--- src/rtl/l2sf_pkg.sv ---
package l2sf_pkg;

    typedef enum logic [1:0] {
        BK_READ = 2'd0,
        BK_INV  = 2'd1,
        BK_RMW  = 2'd2,
        BK_RSVD = 2'd3
    } bus_kind_e;

    typedef enum logic [2:0] {
        OP_RDMISS = 3'd0,
        OP_WRMISS = 3'd1,
        OP_WRPERM = 3'd2,
        OP_DROP   = 3'd3,
        OP_PUSH   = 3'd4,
        OP_WBACK  = 3'd5,
        OP_NOP6   = 3'd6,
        OP_NOP7   = 3'd7
    } cpu_op_e;

    typedef enum logic [2:0] {
        ST_IDLE,
        ST_SNP_EVAL,
        ST_FLUSH_WAIT,
        ST_SNP_SUPPLY,
        ST_SNP_INV,
        ST_CPU_EVAL,
        ST_BUS_WAIT,
        ST_GRANT
    } state_e;

    typedef enum logic [1:0] {
        ACT_NONE,
        ACT_FLUSH_L1,
        ACT_FLUSH_BUF,
        ACT_SUPPLY_L2
    } snp_act_e;

    typedef struct packed {
        logic valid;
        logic shared;
        logic incl;
        logic wbuf;
        logic l1_dirty;
        logic l2_dirty;
    } line_flags_t;

endpackage

--- src/rtl/l2sf_dir.sv ---
module l2sf_dir
    import l2sf_pkg::*;
#(
    parameter int IDX_W  = 3,
    parameter int TAG_W  = 4,
    parameter int VPTR_W = 4
) (
    input  logic              clk,
    input  logic              rst_n,
    input  logic [IDX_W-1:0]  rd_idx,
    output line_flags_t       rd_flags,
    output logic [TAG_W-1:0]  rd_tag,
    output logic [VPTR_W-1:0] rd_vptr,
    input  logic              wr_en,
    input  logic [IDX_W-1:0]  wr_idx,
    input  line_flags_t       wr_flags,
    input  logic [TAG_W-1:0]  wr_tag,
    input  logic [VPTR_W-1:0] wr_vptr
);
    localparam int LINES = 1 << IDX_W;

    line_flags_t       flags_arr [LINES];
    logic [TAG_W-1:0]  tag_arr   [LINES];
    logic [VPTR_W-1:0] vptr_arr  [LINES];

    for (genvar g = 0; g < LINES; g++) begin : g_line
        line_flags_t       f_q;
        logic [TAG_W-1:0]  t_q;
        logic [VPTR_W-1:0] p_q;
        logic              sel;

        assign sel = wr_en && (wr_idx == IDX_W'(g));

        always_ff @(posedge clk) begin
            if (!rst_n) begin
                f_q <= '0;
                t_q <= '0;
                p_q <= '0;
            end else if (sel) begin
                f_q <= wr_flags;
                t_q <= wr_tag;
                p_q <= wr_vptr;
            end
        end

        assign flags_arr[g] = f_q;
        assign tag_arr[g]   = t_q;
        assign vptr_arr[g]  = p_q;
    end

    assign rd_flags = flags_arr[rd_idx];
    assign rd_tag   = tag_arr[rd_idx];
    assign rd_vptr  = vptr_arr[rd_idx];

endmodule

--- src/rtl/l2sf_classify.sv ---
module l2sf_classify
    import l2sf_pkg::*;
#(
    parameter int TAG_W = 4
) (
    input  line_flags_t      flags,
    input  logic [TAG_W-1:0] line_tag,
    input  logic [TAG_W-1:0] req_tag,
    input  bus_kind_e        kind,
    output logic             hit,
    output logic             share_ack,
    output snp_act_e         act,
    output logic             inv_l1
);
    logic is_inv;

    assign is_inv    = (kind == BK_INV);
    assign hit       = flags.valid && (line_tag == req_tag);
    assign share_ack = hit && !is_inv;
    assign inv_l1    = hit && flags.incl;

    // Newest copy wins: first-level slot, then write buffer, then second level.
    always_comb begin
        act = ACT_NONE;
        if (!is_inv && hit) begin
            if (flags.l1_dirty)      act = ACT_FLUSH_L1;
            else if (flags.wbuf)     act = ACT_FLUSH_BUF;
            else if (flags.l2_dirty) act = ACT_SUPPLY_L2;
        end
    end

endmodule

--- src/rtl/l2sf_engine.sv ---
module l2sf_engine
    import l2sf_pkg::*;
#(
    parameter  int IDX_W  = 3,
    parameter  int TAG_W  = 4,
    parameter  int VPTR_W = 4,
    localparam int ADDR_W = IDX_W + TAG_W
) (
    input  logic              clk,
    input  logic              rst_n,
    input  logic              snp_valid,
    input  logic [1:0]        snp_kind,
    input  logic [ADDR_W-1:0] snp_addr,
    input  logic              cpu_valid,
    input  logic [2:0]        cpu_op,
    input  logic [ADDR_W-1:0] cpu_addr,
    input  logic [VPTR_W-1:0] cpu_vptr,
    output logic              busy,
    output logic              snp_shared,
    output logic              l1_flush_req,
    output logic              l1_flush_buf,
    input  logic              l1_flush_ack,
    output logic              l1_inv,
    output logic [VPTR_W-1:0] l1_ptr,
    output logic              l1_grant,
    output logic              bus_req,
    output logic [1:0]        bus_kind,
    input  logic              bus_done,
    input  logic              bus_shared,
    output logic              bus_supply,
    output logic              mem_update
);
    state_e            state_q, state_d;
    bus_kind_e         req_kind_q;
    cpu_op_e           req_op_q;
    logic [IDX_W-1:0]  req_idx_q;
    logic [TAG_W-1:0]  req_tag_q;
    logic [VPTR_W-1:0] req_vptr_q;

    line_flags_t       cur_flags;
    logic [TAG_W-1:0]  cur_tag;
    logic [VPTR_W-1:0] cur_vptr;

    logic              wr_en;
    line_flags_t       wr_flags;
    logic [TAG_W-1:0]  wr_tag;
    logic [VPTR_W-1:0] wr_vptr;

    logic              hit, share_ack, inv_l1;
    snp_act_e          act;
    bus_kind_e         op_bus_kind;
    logic              is_rmw;

    l2sf_dir #(
        .IDX_W (IDX_W),
        .TAG_W (TAG_W),
        .VPTR_W(VPTR_W)
    ) u_dir (
        .clk     (clk),
        .rst_n   (rst_n),
        .rd_idx  (req_idx_q),
        .rd_flags(cur_flags),
        .rd_tag  (cur_tag),
        .rd_vptr (cur_vptr),
        .wr_en   (wr_en),
        .wr_idx  (req_idx_q),
        .wr_flags(wr_flags),
        .wr_tag  (wr_tag),
        .wr_vptr (wr_vptr)
    );

    l2sf_classify #(
        .TAG_W(TAG_W)
    ) u_cls (
        .flags    (cur_flags),
        .line_tag (cur_tag),
        .req_tag  (req_tag_q),
        .kind     (req_kind_q),
        .hit      (hit),
        .share_ack(share_ack),
        .act      (act),
        .inv_l1   (inv_l1)
    );

    assign is_rmw = (req_kind_q == BK_RMW);

    always_comb begin
        unique case (req_op_q)
            OP_WRMISS: op_bus_kind = BK_RMW;
            OP_WRPERM: op_bus_kind = BK_INV;
            default:   op_bus_kind = BK_READ;
        endcase
    end

    // State register and request capture.
    always_ff @(posedge clk) begin
        if (!rst_n) begin
            state_q    <= ST_IDLE;
            req_kind_q <= BK_READ;
            req_op_q   <= OP_NOP6;
            req_idx_q  <= '0;
            req_tag_q  <= '0;
            req_vptr_q <= '0;
        end else begin
            state_q <= state_d;
            if (state_q == ST_IDLE) begin
                if (snp_valid) begin
                    req_kind_q <= bus_kind_e'(snp_kind);
                    req_idx_q  <= snp_addr[IDX_W-1:0];
                    req_tag_q  <= snp_addr[ADDR_W-1:IDX_W];
                end else if (cpu_valid) begin
                    req_op_q   <= cpu_op_e'(cpu_op);
                    req_idx_q  <= cpu_addr[IDX_W-1:0];
                    req_tag_q  <= cpu_addr[ADDR_W-1:IDX_W];
                    req_vptr_q <= cpu_vptr;
                end
            end
        end
    end

    // Next state and directory update.
    always_comb begin
        state_d  = state_q;
        wr_en    = 1'b0;
        wr_flags = cur_flags;
        wr_tag   = cur_tag;
        wr_vptr  = cur_vptr;

        unique case (state_q)
            ST_IDLE: begin
                if (snp_valid)      state_d = ST_SNP_EVAL;
                else if (cpu_valid) state_d = ST_CPU_EVAL;
            end

            ST_SNP_EVAL: begin
                if (req_kind_q == BK_INV) begin
                    state_d = ST_SNP_INV;
                end else begin
                    unique case (act)
                        ACT_FLUSH_L1,
                        ACT_FLUSH_BUF: state_d = ST_FLUSH_WAIT;
                        ACT_SUPPLY_L2: state_d = ST_SNP_SUPPLY;
                        default:       state_d = is_rmw ? ST_SNP_INV : ST_IDLE;
                    endcase
                end
            end

            ST_FLUSH_WAIT: begin
                if (l1_flush_ack) begin
                    wr_en             = 1'b1;
                    wr_flags.l1_dirty = 1'b0;
                    wr_flags.wbuf     = 1'b0;
                    if (act == ACT_FLUSH_BUF) wr_flags.incl = 1'b0;
                    state_d = ST_SNP_SUPPLY;
                end
            end

            ST_SNP_SUPPLY: begin
                wr_en             = 1'b1;
                wr_flags.shared   = 1'b1;
                wr_flags.l1_dirty = 1'b0;
                wr_flags.l2_dirty = 1'b0;
                wr_flags.wbuf     = 1'b0;
                state_d = is_rmw ? ST_SNP_INV : ST_IDLE;
            end

            ST_SNP_INV: begin
                if (hit) begin
                    wr_en    = 1'b1;
                    wr_flags = '0;
                end
                state_d = ST_IDLE;
            end

            ST_CPU_EVAL: begin
                state_d = ST_IDLE;
                unique case (req_op_q)
                    OP_RDMISS,
                    OP_WRMISS: state_d = ST_BUS_WAIT;
                    OP_WRPERM: begin
                        if (hit && cur_flags.shared) begin
                            state_d = ST_BUS_WAIT;
                        end else if (hit) begin
                            wr_en             = 1'b1;
                            wr_flags.l1_dirty = 1'b1;
                            state_d           = ST_GRANT;
                        end
                    end
                    OP_DROP: begin
                        wr_en         = hit;
                        wr_flags.incl = 1'b0;
                    end
                    OP_PUSH: begin
                        wr_en             = hit;
                        wr_flags.wbuf     = 1'b1;
                        wr_flags.l1_dirty = 1'b0;
                    end
                    OP_WBACK: begin
                        wr_en             = hit;
                        wr_flags.wbuf     = 1'b0;
                        wr_flags.l2_dirty = 1'b1;
                    end
                    default: ;
                endcase
            end

            ST_BUS_WAIT: begin
                if (bus_done) begin
                    wr_en   = 1'b1;
                    state_d = ST_GRANT;
                    unique case (req_op_q)
                        OP_WRPERM: begin
                            wr_flags.shared   = 1'b0;
                            wr_flags.l1_dirty = 1'b1;
                        end
                        OP_WRMISS: begin
                            wr_flags          = '0;
                            wr_flags.valid    = 1'b1;
                            wr_flags.incl     = 1'b1;
                            wr_flags.l1_dirty = 1'b1;
                            wr_tag            = req_tag_q;
                            wr_vptr           = req_vptr_q;
                        end
                        default: begin
                            wr_flags        = '0;
                            wr_flags.valid  = 1'b1;
                            wr_flags.incl   = 1'b1;
                            wr_flags.shared = bus_shared;
                            wr_tag          = req_tag_q;
                            wr_vptr         = req_vptr_q;
                        end
                    endcase
                end
            end

            ST_GRANT: state_d = ST_IDLE;

            default: state_d = ST_IDLE;
        endcase
    end

    // Moore outputs.
    always_comb begin
        busy         = (state_q != ST_IDLE);
        snp_shared   = 1'b0;
        l1_flush_req = 1'b0;
        l1_flush_buf = 1'b0;
        l1_inv       = 1'b0;
        l1_ptr       = '0;
        l1_grant     = 1'b0;
        bus_req      = 1'b0;
        bus_kind     = BK_READ;
        bus_supply   = 1'b0;
        mem_update   = 1'b0;
        unique case (state_q)
            ST_SNP_EVAL: snp_shared = share_ack;
            ST_FLUSH_WAIT: begin
                l1_flush_req = 1'b1;
                l1_flush_buf = (act == ACT_FLUSH_BUF);
                l1_ptr       = cur_vptr;
            end
            ST_SNP_SUPPLY: begin
                bus_supply = 1'b1;
                mem_update = 1'b1;
            end
            ST_SNP_INV: begin
                l1_inv = inv_l1;
                if (inv_l1) l1_ptr = cur_vptr;
            end
            ST_BUS_WAIT: begin
                bus_req  = 1'b1;
                bus_kind = op_bus_kind;
            end
            ST_GRANT: l1_grant = 1'b1;
            default: ;
        endcase
    end

endmodule

--- config.mk ---
export PLATFORM = sky130hd
export DESIGN_NAME = l2sf_engine
export DESIGN_NICKNAME = d
export VERILOG_FILES = /design/src/rtl/l2sf_pkg.sv /design/src/rtl/l2sf_dir.sv /design/src/rtl/l2sf_classify.sv /design/src/rtl/l2sf_engine.sv
export SDC_FILE = /design/constraint.sdc
export NUM_CORES = 1
export LEC_CHECK = 0
export ABC_AREA = 1
export BUFFER_PORTS_ARGS = -buffer_cell sky130_fd_sc_hd__buf_2
export CAP_MARGIN = 20
export CORE_ASPECT_RATIO = 0.7
export CORE_MARGIN = 8
export CORE_UTILIZATION = 54
export CTS_CLUSTER_SIZE = 24
export DETAILED_ROUTE_END_ITERATION = 6
export GPL_TIMING_DRIVEN = 0
export PLACE_DENSITY = 0.75
export SYNTH_ARGS = -nofsm -noshare
export SYNTH_HDL_FRONTEND = slang
export SYNTH_HIERARCHICAL = 1
export SYNTH_SLANG_ARGS = --single-unit
--- constraint.sdc ---
create_clock -name clk -period 7.95 [get_ports clk]
set_input_delay 1.59 -clock clk [delete_from_list [all_inputs] [get_ports clk]]
set_output_delay 1.59 -clock clk [all_outputs]
set_load 0.02 [all_outputs]
==> impl_metrics.toml <==
[global_routing]
track_usage = 0.257
first_global_vias = 6509
antenna_found_initial = 0
grt-ovfl-total = 0
grt_pass1_wl_um = 34300
grt_max_degree = 17

[clock_network]
cts_root_buf = "clkbuf_16"
cts-htree-levels = 4
cts.sinks = 131
postCtsHoldBufs = 0
cts_tree = "yes"
post-cts-setup-buffers = 0
clk_latency_ps = 420
clk_pin_slew_worst_paths_ps = 60
cts_resized = 0
clockBufferDepth = 2
cts_inserted_buffers = 17

[sta]
maxSlewHeadroom = 0.179
worst_slack_ps = 3070
rsz0062_at_grt = "no"
tns_ps = 0
slew_viol_final = 0
period_minus_slack_ps = 4880
period_share = 0.614
hold_viol = 0
worst_pin_slew_ps = 1220
fmax_mhz = 205
setup_viol = 0
skew_ps = 13.5

[placement]
gp_congestion = 0.966
place_ws_ps = 3560
placed_cells = 1357
place.port_buffers = 43
dp_hpwl_um = 15800

[yosys]
synth_area_leader_cell = "dfxtp_1"
syn-instance-count = 1147
yosys_warnings = 6
synth_ff_type = "dfxtp_1"
synth_nets = 1177
synth_top_area_frac = 0.375
synth_area_leaders = "dfxtp_1, nor2_1, nand2_1"
seq_area_frac_synth = 0.375
synth_enable_flop_cells = 0
synth_cell_type_count = 34
ys_ff_latch = 131
avgSynthCellArea_um2 = 6.09
syn_area_um2 = 6990
async_reset_ff_frac = 0

[worst_hold_path]
whs_endpoint = "u_dir/g_line[0].t_q[1]$_SDFFE_PN0P_"
min_path_cells = 2
min-delay-start = "u_dir/g_line[0].t_q[1]$_SDFFE_PN0P_"
hold_path.class = "reg2reg"

[setup_path]
worst_setup_path_end_kind = "output port"
worstPathMaxFanout = 10
r2r-end = "u_dir/flags_arr[21]$_SDFFE_PN0P_"
slowest_stage = "buf_1"
required_ps = 6360
cp.arrival_ps = 3290
max_stage_delay_ps = 490
worst_r2r_path_depth = 18
path_cells = "inv_2 -> buf_1 -> nand3_1 -> nand2_1 -> nand2_1 -> nand2_1 -> inv_1 -> nand2_2 -> nand2_1 -> nor2_2 -> nand3_1 -> nor2_1 -> inv_1 -> o21ai_0 -> inv_1 -> nor2_1 -> buf_2"
rr_startpoint = "req_idx_q[1]$_SDFFE_PN0P_"
path_class = "reg2out"
regToRegSetupSlack_ps = 3940
crit_path_frequent_cell = "nand2_1"
cp-start-kind = "flip-flop"

[route]
wl_per_cell_um = 15.7
viasPerCell = 5.24
drc_errors = 0
finalWirelength_um = 21800
first_pass_iters = 5
vias = 7290
drt.antenna.violating_nets = 0
drt_iter0_markers = 764

[floorplanning]
ios = 45
coreArea_um2 = 12500
initial_core_util = 0.557
die_area_um2 = 16900
die_x_um = 152
row_count = 34
die_h_um = 111

[power]
ir_drop_mv = 0.156
p_leak_nw = 3.69
powerDensity_nw_per_um2 = 240
power_mw = 1.92

[flow_run]
cap_viol_max_count = 0

[cells_and_area]
final_util = 0.639
stdcell_count = 1390
nNetsFinal = 1245
area_delta_synth_final_pct = 14.6
num_antenna_cells = 0
layout-drive-gt1-share = 0.124

[run_status]
status = "complete, no violations"
stage by stage:
step / area [um2] / hold WS, ps
4_1_cts: 8010 / 484
3_5_place_dp: 7440 / 471
3_3_place_gp: 7410 / 462
6_report: 8010 / 480
5_1_grt: 8010 / 499
2_1_floorplan: 6990 / 451
synth_stat cells (2+ instances only):
library cell and count:
nand3_2 2, buf_2 17, buf_1 3, inv_1 166
nor3_1 2, inv_2 8, nand3_1 78, buf_6 10
o21ai_1 9, nor2_1 265, nand2_2 12, clkinv_2 4
o21ai_0 130, buf_4 6, o31ai_1 2, o211ai_1 4
nand4_1 2, dfxtp_1 131, clkbuf_2 2, clkbuf_1 15
nand2_1 247, nor2_4 2, nor2_2 5, a21oi_1 15
where the power goes:
group          total [mW]  leakage, nW  internal [mW]  switching, mW
clock network       0.751        0.263          0.443          0.309
registers           0.695         1.06          0.675         0.0204
logic               0.478         2.37          0.128          0.350
total                1.92         3.69           1.25          0.679
registers in the layout (all words and copies together) (netlist names):
register / count
u_dir/flags_arr: 48
u_dir/g_line.p_q: 32
u_dir/g_line.t_q: 32
req_tag_q: 4
req_vptr_q: 4
req_idx_q: 3
req_op_q: 3
state_q: 3
req_kind_q: 2
layer usage:
| layer | vias to the layer above | global-route usage | wire (um) | part of all wire |
|---|---|---|---|---|
| li1 | 3650 | - | - | - |
| met1 | 3289 | 0.361 | 9890 | 0.45 |
| met2 | 313 | 0.378 | 9090 | 0.42 |
| met3 | 38 | 0.0631 | 2380 | 0.11 |
| met4 | 0 | 0.0790 | 395 | 0.018 |
| met5 | - | 0 | 0 | 0 |
cell type report:
cell class | instances | area [um2]
buffer | 53 | 320
clock buffer | 19 | 443
clock inverter | 13 | 125
fill | 1255 | 4540
inverter | 180 | 686
multi-input combinational | 783 | 3360
sequential | 131 | 2620
tap | 162 | 203
timing repair buffer | 49 | 253
cell families (layout without fill, tap and decap cells):
group,count (synthesis),after routing,share of synthesized area
buffers and inverters,233,314,0.144
and+or+nand+nor,619,619,0.360
DFF,131,131,0.375
AOI/OAI and AO/OA,164,164,0.121
critical path: cells and delay by family, from the launching register on:
kind	cells	cell delay [ps]
compound gates	1	200
buf+inv	6	1150
flops	1	450
simple gates	10	1070
worst max-delay path by stage:
| stage | start | to | slack [ps] | depth (start not counted) |
|---|---|---|---|---|
| finish | req_idx_q[1]$_SDFFE_PN0P_ | l1_ptr[3] | 3070 | 17 |
| floorplan | req_idx_q[0]$_SDFFE_PN0P_ | l1_ptr[0] | 4250 | 18 |
| CTS | req_idx_q[1]$_SDFFE_PN0P_ | l1_ptr[3] | 3110 | 17 |
| global placement | req_idx_q[1]$_SDFFE_PN0P_ | l1_ptr[2] | 3630 | 17 |
| detailed placement | req_idx_q[1]$_SDFFE_PN0P_ | l1_ptr[3] | 3560 | 17 |
| global route | req_idx_q[1]$_SDFFE_PN0P_ | l1_ptr[1] | 2750 | 17 |
cells in the final DEF (no fill, tap or decap), drive strengths merged, types with 3 or more instances in the layout:
cell / count
clkbuf: 36
nand3: 80
dfxtp: 131
a21oi: 15
o211ai: 4
buf: 85
nand4: 3
inv: 180
clkinv: 7
nand2: 259
clkinvlp: 5
nor2: 272
o21ai: 140
No activity file was read; power rests on OpenSTA's default activity.
